## config.mk

```make
export PLATFORM = sky130hd
export DESIGN_NAME = sctl_rx
export DESIGN_NICKNAME = d
export VERILOG_FILES = /design/src/rtl/sctl_pkg.sv /design/src/rtl/sctl_sync.sv /design/src/rtl/sctl_shifter.sv /design/src/rtl/sctl_clamp.sv /design/src/rtl/sctl_rx.sv
export SDC_FILE = /design/constraint.sdc
export NUM_CORES = 1
export LEC_CHECK = 0
export ABC_AREA = 1
export BUFFER_PORTS_ARGS = -buffer_cell sky130_fd_sc_hd__buf_4
export CAP_MARGIN = 20
export CORE_MARGIN = 3
export CORE_UTILIZATION = 46
export DETAILED_ROUTE_END_ITERATION = 16
export PLACE_DENSITY_LB_ADDON = 0.2
export SYNTH_ARGS = -nofsm -noshare
export SYNTH_HDL_FRONTEND = slang
export SYNTH_SLANG_ARGS = --single-unit
export TNS_END_PERCENT = 100
```

## constraint.sdc

```tcl
create_clock -name clk -period 1.4 [get_ports clk]
set_clock_uncertainty 0.1 [all_clocks]
set_input_delay 0.28 -clock clk [delete_from_list [all_inputs] [get_ports clk]]
set_output_delay 0.28 -clock clk [all_outputs]
set_load 0.02 [all_outputs]
```

## src/rtl/sctl_pkg.sv

```systemverilog
// Package: shared constants for the serial control receiver.
// Assumes: field widths below match the 32-bit data word layout.
package sctl_pkg;
    localparam int ADDR_W  = 8;
    localparam int DATA_W  = 32;
    localparam int VOL_W   = 5;
    localparam int VOL_MAX = 24;   // full attenuation code
    localparam int EQ_W    = 4;
    localparam int EQ_MAX  = 10;
    localparam int EQ_FLAT = 5;    // 0 dB
    localparam int BANDS   = 5;
    localparam int SEL_W   = 2;
endpackage

```

## src/rtl/sctl_sync.sv

```systemverilog
// Module: multi-flop synchronizer for asynchronous input lines.
// Assumes: each line is a level that is stable for many system clocks.
module sctl_sync #(
    parameter int WIDTH  = 3,
    parameter int STAGES = 2
) (
    input  logic             clk,
    input  logic             rst_n,
    input  logic [WIDTH-1:0] d_i,
    output logic [WIDTH-1:0] q_o
);
    logic [WIDTH-1:0] stg [STAGES];

    // Purpose: move the inputs through the synchronizer chain.
    always_ff @(posedge clk) begin
        if (!rst_n) begin
            for (int s = 0; s < STAGES; s++) stg[s] <= '0;
        end else begin
            stg[0] <= d_i;
            for (int s = 1; s < STAGES; s++) stg[s] <= stg[s-1];
        end
    end

    assign q_o = stg[STAGES-1];
endmodule

```

## src/rtl/sctl_shifter.sv

```systemverilog
// Module: edge detection, LSB-first frame shift register and bit counter.
// Assumes: synchronized inputs; counter saturates one past the frame length
// so that overlong frames remain distinguishable.
module sctl_shifter #(
    parameter int FRAME_BITS = 40
) (
    input  logic                  clk,
    input  logic                  rst_n,
    input  logic                  en_s,
    input  logic                  sck_s,
    input  logic                  dat_s,
    output logic [FRAME_BITS-1:0] frame_o,
    output logic                  done_o,
    output logic                  len_ok_o
);
    localparam int CNT_W   = $clog2(FRAME_BITS + 2);
    localparam int CNT_TOP = FRAME_BITS + 1;

    logic             en_d, sck_d;
    logic [CNT_W-1:0] cnt;
    logic             en_rise, sck_rise;

    assign en_rise  = en_s & ~en_d;
    assign sck_rise = sck_s & ~sck_d;
    assign done_o   = en_d & ~en_s;
    assign len_ok_o = (cnt == CNT_W'(FRAME_BITS));

    // Purpose: remember the previous line levels for edge detection.
    always_ff @(posedge clk) begin
        if (!rst_n) begin
            en_d  <= 1'b0;
            sck_d <= 1'b0;
        end else begin
            en_d  <= en_s;
            sck_d <= sck_s;
        end
    end

    // Purpose: clear on frame start, shift and count on rising serial clock.
    always_ff @(posedge clk) begin
        if (!rst_n) begin
            cnt     <= '0;
            frame_o <= '0;
        end else if (en_rise) begin
            cnt <= '0;
        end else if (en_s && sck_rise) begin
            frame_o <= {dat_s, frame_o[FRAME_BITS-1:1]};
            if (cnt != CNT_W'(CNT_TOP)) cnt <= cnt + 1'b1;
        end
    end

    a_r3_cnt_bounded: assert property (@(posedge clk) disable iff (!rst_n)
        cnt <= CNT_W'(CNT_TOP));
    a_r1_clear_on_start: assert property (@(posedge clk) disable iff (!rst_n)
        en_rise |=> (cnt == '0));
    a_r4_idle_no_count: assert property (@(posedge clk) disable iff (!rst_n)
        (!en_s && !en_rise) |=> $stable(cnt));
endmodule

```

## src/rtl/sctl_clamp.sv

```systemverilog
// Module: splits the data word into control fields and clamps each field.
// Assumes: the fields fill the data word from bit 0 upward.
module sctl_clamp
    import sctl_pkg::*;
(
    input  logic [DATA_W-1:0]     data_i,
    output logic [VOL_W-1:0]      vol_l_o,
    output logic [VOL_W-1:0]      vol_r_o,
    output logic [BANDS*EQ_W-1:0] eq_o,
    output logic [SEL_W-1:0]      sel_o
);
    localparam int EQ_BASE  = 2 * VOL_W;
    localparam int SEL_BASE = EQ_BASE + BANDS * EQ_W;

    logic [VOL_W-1:0] raw_l, raw_r;

    assign raw_l = data_i[VOL_W-1:0];
    assign raw_r = data_i[2*VOL_W-1:VOL_W];

    // Purpose: clamp both volume codes to the full-attenuation code.
    always_comb begin
        vol_l_o = (raw_l > VOL_W'(VOL_MAX)) ? VOL_W'(VOL_MAX) : raw_l;
        vol_r_o = (raw_r > VOL_W'(VOL_MAX)) ? VOL_W'(VOL_MAX) : raw_r;
    end

    for (genvar b = 0; b < BANDS; b++) begin : g_band
        logic [EQ_W-1:0] raw;
        assign raw = data_i[EQ_BASE + b*EQ_W +: EQ_W];
        // Purpose: clamp this band to the maximum boost code.
        always_comb
            eq_o[b*EQ_W +: EQ_W] = (raw > EQ_W'(EQ_MAX)) ? EQ_W'(EQ_MAX) : raw;
    end

    assign sel_o = data_i[SEL_BASE +: SEL_W];
endmodule

```

## src/rtl/sctl_rx.sv

```systemverilog
// Module: top level of the serial control receiver. It synchronizes the
// link, stages the frame and commits the fields when enable falls.
// Assumes: the serial clock is much slower than clk (several clocks per phase).
module sctl_rx
    import sctl_pkg::*;
#(
    parameter logic [7:0] DEV_ADDR    = 8'hA5,
    parameter int         SYNC_STAGES = 2
) (
    input  logic                  clk,
    input  logic                  rst_n,
    input  logic                  frame_en,
    input  logic                  ser_clk,
    input  logic                  ser_dat,
    output logic [VOL_W-1:0]      vol_left,
    output logic [VOL_W-1:0]      vol_right,
    output logic [BANDS*EQ_W-1:0] eq_bands,
    output logic [SEL_W-1:0]      src_sel,
    output logic                  mute,
    output logic                  commit_pulse
);
    localparam int FRAME_BITS = ADDR_W + DATA_W;

    logic [2:0]              sync_q;
    logic [FRAME_BITS-1:0]   frame;
    logic                    done, len_ok, accept;
    logic [VOL_W-1:0]        nx_l, nx_r;
    logic [BANDS*EQ_W-1:0]   nx_eq;
    logic [SEL_W-1:0]        nx_sel;

    sctl_sync #(.WIDTH(3), .STAGES(SYNC_STAGES)) u_sync (
        .clk   (clk),
        .rst_n (rst_n),
        .d_i   ({frame_en, ser_clk, ser_dat}),
        .q_o   (sync_q)
    );

    sctl_shifter #(.FRAME_BITS(FRAME_BITS)) u_shift (
        .clk      (clk),
        .rst_n    (rst_n),
        .en_s     (sync_q[2]),
        .sck_s    (sync_q[1]),
        .dat_s    (sync_q[0]),
        .frame_o  (frame),
        .done_o   (done),
        .len_ok_o (len_ok)
    );

    sctl_clamp u_clamp (
        .data_i  (frame[FRAME_BITS-1:ADDR_W]),
        .vol_l_o (nx_l),
        .vol_r_o (nx_r),
        .eq_o    (nx_eq),
        .sel_o   (nx_sel)
    );

    assign accept = done & len_ok & (frame[ADDR_W-1:0] == DEV_ADDR);

    // Purpose: load all control outputs together when a frame is accepted.
    always_ff @(posedge clk) begin
        if (!rst_n) begin
            vol_left     <= VOL_W'(VOL_MAX);
            vol_right    <= VOL_W'(VOL_MAX);
            eq_bands     <= {BANDS{EQ_W'(EQ_FLAT)}};
            src_sel      <= '0;
            mute         <= 1'b1;
            commit_pulse <= 1'b0;
        end else begin
            commit_pulse <= accept;
            if (accept) begin
                vol_left  <= nx_l;
                vol_right <= nx_r;
                eq_bands  <= nx_eq;
                src_sel   <= nx_sel;
                mute      <= 1'b0;
            end
        end
    end

    a_r9_single_pulse: assert property (@(posedge clk) disable iff (!rst_n)
        commit_pulse |=> !commit_pulse);
    a_r8_mute_sticky: assert property (@(posedge clk) disable iff (!rst_n)
        !mute |=> !mute);
    a_r8_unmute_on_commit: assert property (@(posedge clk) disable iff (!rst_n)
        $fell(mute) |-> commit_pulse);
    a_r2_hold_between_commits: assert property (@(posedge clk) disable iff (!rst_n)
        !commit_pulse |-> ($stable(vol_left) && $stable(vol_right)
                           && $stable(eq_bands) && $stable(src_sel)));
    a_r5_vol_range: assert property (@(posedge clk) disable iff (!rst_n)
        (vol_left <= VOL_W'(VOL_MAX)) && (vol_right <= VOL_W'(VOL_MAX)));

    for (genvar b = 0; b < BANDS; b++) begin : g_chk
        a_r6_eq_range: assert property (@(posedge clk) disable iff (!rst_n)
            eq_bands[b*EQ_W +: EQ_W] <= EQ_W'(EQ_MAX));
    end
endmodule

```

==> results.md <==
- The number of nets in the finished design is 535.
- 39 I/O pins were placed.
- The worst hold path passes through 3 cells.
- The standard cell core area is 7370 um^2.
- After clock tree synthesis, the clock-pin slew on the worst setup and hold paths is 0.09 ns.
- From left edge to right edge, the die measures 93.8 um.
- Across the VDD grid, the largest voltage drop is 0.520 mV.
- The total global-route track usage is 0.193.
- Entering global routing, the biggest net connects 35 pins.
- Data on the critical path is required at its endpoint by 1.55 ns.
- The tool flagged a number of max-cap violations equal to 0.
- The number of setup violations in the final report is 32.
- The global-route wire length before repair is 13400 um.
- The clock period minus final worst setup slack is 1.45 ns.
- The overall routed net length is 8480 um.
- The arrival time at the worst endpoint is 1.61 ns.
- Averaged over all synthesized cells, the footprint is 7.65 um^2.
- TritonCTS built the clock tree.
- The number of hold violations in the final report came to 0.
- The H-tree depth reported by CTS is 3.
- The clock passes through at most 2 buffers.
- The layout cell share with drive strength beyond 1 is 0.264.
- For this run, the detailed router's first-pass iteration total came to 4.
- The number of global-route vias before repair is 2779.
- Synthesis handed over a netlist of 464 instances.
- In the routed design, unresolved DRC markers number 0.
- The most area-hungry cell type in the Yosys netlist is dfxtp_1.
- In the post-synthesis netlist, the biggest area contributors are dfxtp_1 (50%), nand2_1 (9.5%), nand3_1 (8.9%).
- The total number of placement rows is 31.
- The final worst-path cycle share is 1.04.
- Buffers placed on the I/O ports in this run total 38.
- The detailed router's first-iteration violation count is 130.
- The element type at the critical path start is a register.
- The number of nets handed over by synthesis was 472.
- The later-pin clock latency in the skew report is 0.36 ns.
- OpenSTA, run right after detailed placement, puts the worst setup slack at -0.0476 ns.
- The maximum fanout along the worst path is 7.
- The tree built by TritonCTS fans out to 88 sinks.
- The final-layout fill cell count is 652.
- Dividing total power by cell area gives a power density of 955 nW/um^2.
- Summed over all nets, the half-perimeter wirelength after detailed placement is 5150 um.
- The aggregate negative setup slack is -0.914 ns.
- Across all setup checks in the final design, the least slack found is -0.0518 ns.
- The type of the worst setup path is reg2reg.
- The global placement routability congestion is 0.785.
- The final max-slew violation count is 0.
- After detailed routing, the average wire length per cell comes to 13.5 um.
- The area of the die is 8800 um^2.
- In this run the static leakage power is 1.88 nW.
- The remaining max-slew budget at the tightest pin is 0.716.
- The worst register-to-register path has a depth of 8.
- During synthesis, Yosys emitted a total of 0 warnings.
- The number of clock buffers added by TritonCTS is 9.
- For this run, the register share of the synthesized area comes to 0.496.
- The netlist area before placement is 3550 um^2.
- For the pin with the worst max-slew slack, the measured transition is 0.425 ns.
- The proportion of netlist area held by the largest area contributor is 0.496.
- The cell sitting at the root of the clock tree is a clkbuf_8.
- In the routed layout, each cell is associated on average with a via count of 5.09.
- The run finished, with violations left.
- After global routing the overflow that remains totals 0.
- The class of the most critical hold timing path is in2reg.
- Measured on the finished design, the core utilization comes to 0.627.
- The initial cell density of the core is 0.481.
- The number of antenna violations at the first check in global routing is 0.
- Yosys mapped the design onto 24 distinct sky130hd cell types.
- For this run, the top clock speed supported by timing is 0.689 GHz.
- The worst setup path is captured at a register.
- The area overhead of the layout relative to synthesis is 30.3%.
- Measured along the y axis, the die boundary spans 93.8 um.
- The number of antenna diodes in the final layout is 0.
- The via count of the routed design is 3205.
- The setup slack of the worst register-to-register path is -0.05 ns.
- The number of flip-flops and latches in the synthesized netlist is 88.
- Setup repair after global routing could not meet its margin everywhere.
- The count of nets left with antenna violations once routing finished came out at 0.
- The final reports fail on negative setup slack.
## kinds of logic after synthesis
| logic type | count (synthesis) | share of synthesized area |
|---|---|---|
| AOI/OAI and AO/OA | 89 | 0.126 |
| xor gates and xnor gates | 1 | 0.00247 |
| adders and majority gates | 3 | 0.0106 |
| buffers and inverters | 74 | 0.0977 |
| DFF | 88 | 0.496 |
| and+or+nand+nor | 209 | 0.267 |
## path summary, 6_finish.rpt
check | end | start
worst max-delay path | eq_bands[8] | u_shift.cnt[1]
worst min-delay path | u_sync.stg[0][0] | ser_dat
worst min register to register | u_sync.stg[0][5] | u_sync.stg[0][2]
worst max register to register | eq_bands[8] | u_shift.cnt[1]
## flip-flops by register name, summed over array words and instances (netlist names)
register / flops
commit_pulse: 1
u_shift.sck_d: 1
eq_bands: 20
mute: 1
src_sel: 2
u_shift.en_d: 1
u_shift.frame_o: 40
u_sync.stg: 6
vol_left: 5
vol_right: 5
u_shift.cnt: 6
## routing by layer
layer / vias to the layer above / share of wire / GRT usage
li1: 1646 / - / -
met1: 1470 / 0.47 / 0.268
met2: 78 / 0.45 / 0.296
met3: 11 / 0.059 / 0.0385
met4: 0 / 0.018 / 0.0722
met5: - / 0 / 0
## power breakdown
part           internal (W)  switching (W)
clock network      0.000827       0.000946
logic             0.0000443      0.0000816
registers           0.00251     0.00000581
total               0.00338        0.00103
## layout by cell type, fill, tap and decap left out, drive strengths merged
cell type / instances
nand2: 95
dfxtp: 88
buf: 72
nand3: 65
a21oi: 54
inv: 48
nor2: 38
o21ai: 35
nand4: 13
clkbuf: 11
ha: 3
clkinvlp: 2
dlygate4sd3: 2
clkinv: 2
nor2b: 1
xor2: 1
bufinv: 1
## metrics by stage
step	hold WS (ns)	cells	total power [W]	instance area, um^2
finish	0.00748	630	0.00442	4620
global route	0.00836	630	0.00458	4620
CTS	0.00329	624	0.00442	4390
detailed placement	0.297	599	0.00269	4050
global placement	0.296	599	0.00269	4050
floorplan	0.278	464	0.00265	3570
## critical path, cell delays in order (launching register included)
cell and delay [ns]:
dfxtp_2 0.33, inv_2 0.07, ha_4 0.16, nand3_4 0.08, nor2_4 0.21, buf_6 0.18, nand2_8 0.09, nand2_1 0.07
nand3_1 0.05
## layout make-up
type	count	area, um^2	share of cell area
Clock buffer	9	124	0.0268
Clock inverter	6	70.1	0.0152
Inverter	47	176	0.0382
Multi-Input combinational cell	305	1670	0.360
Sequential cell	88	1770	0.383
Tap cell	99	124	0.0268
Timing Repair Buffer	76	694	0.150
## cell usage after synthesis
cell type  instances
buf_2              2
nand3_2            2
buf_8              1
inv_1             46
ha_1               3
nand3_1           63
nand2_2            1
nor2b_1            1
buf_6              3
buf_4              4
inv_2              1
nor2_1            33
nand2_4            1
dfxtp_1           88
xor2_1             1
a21oi_1           54
clkbuf_1          15
nand4_1           13
nand2_1           90
nor2_4             3
o21ai_0           35
clkbuf_2           1
nor2_2             2
buf_12             1
## timing repair
| action | 4_1_cts | 5_1_grt |
|---|---|---|
| hold buffers | 2 | 0 |
| cloned | 2 | 4 |
| resized for setup | 10 | 47 |
| setup endpoints to repair | 34 | 61 |
| hold endpoints to repair | 2 | 0 |
| pin swaps | 5 | 15 |
| setup buffers | 6 | 4 |
Note: power is estimated with default switching activity, not from simulation.
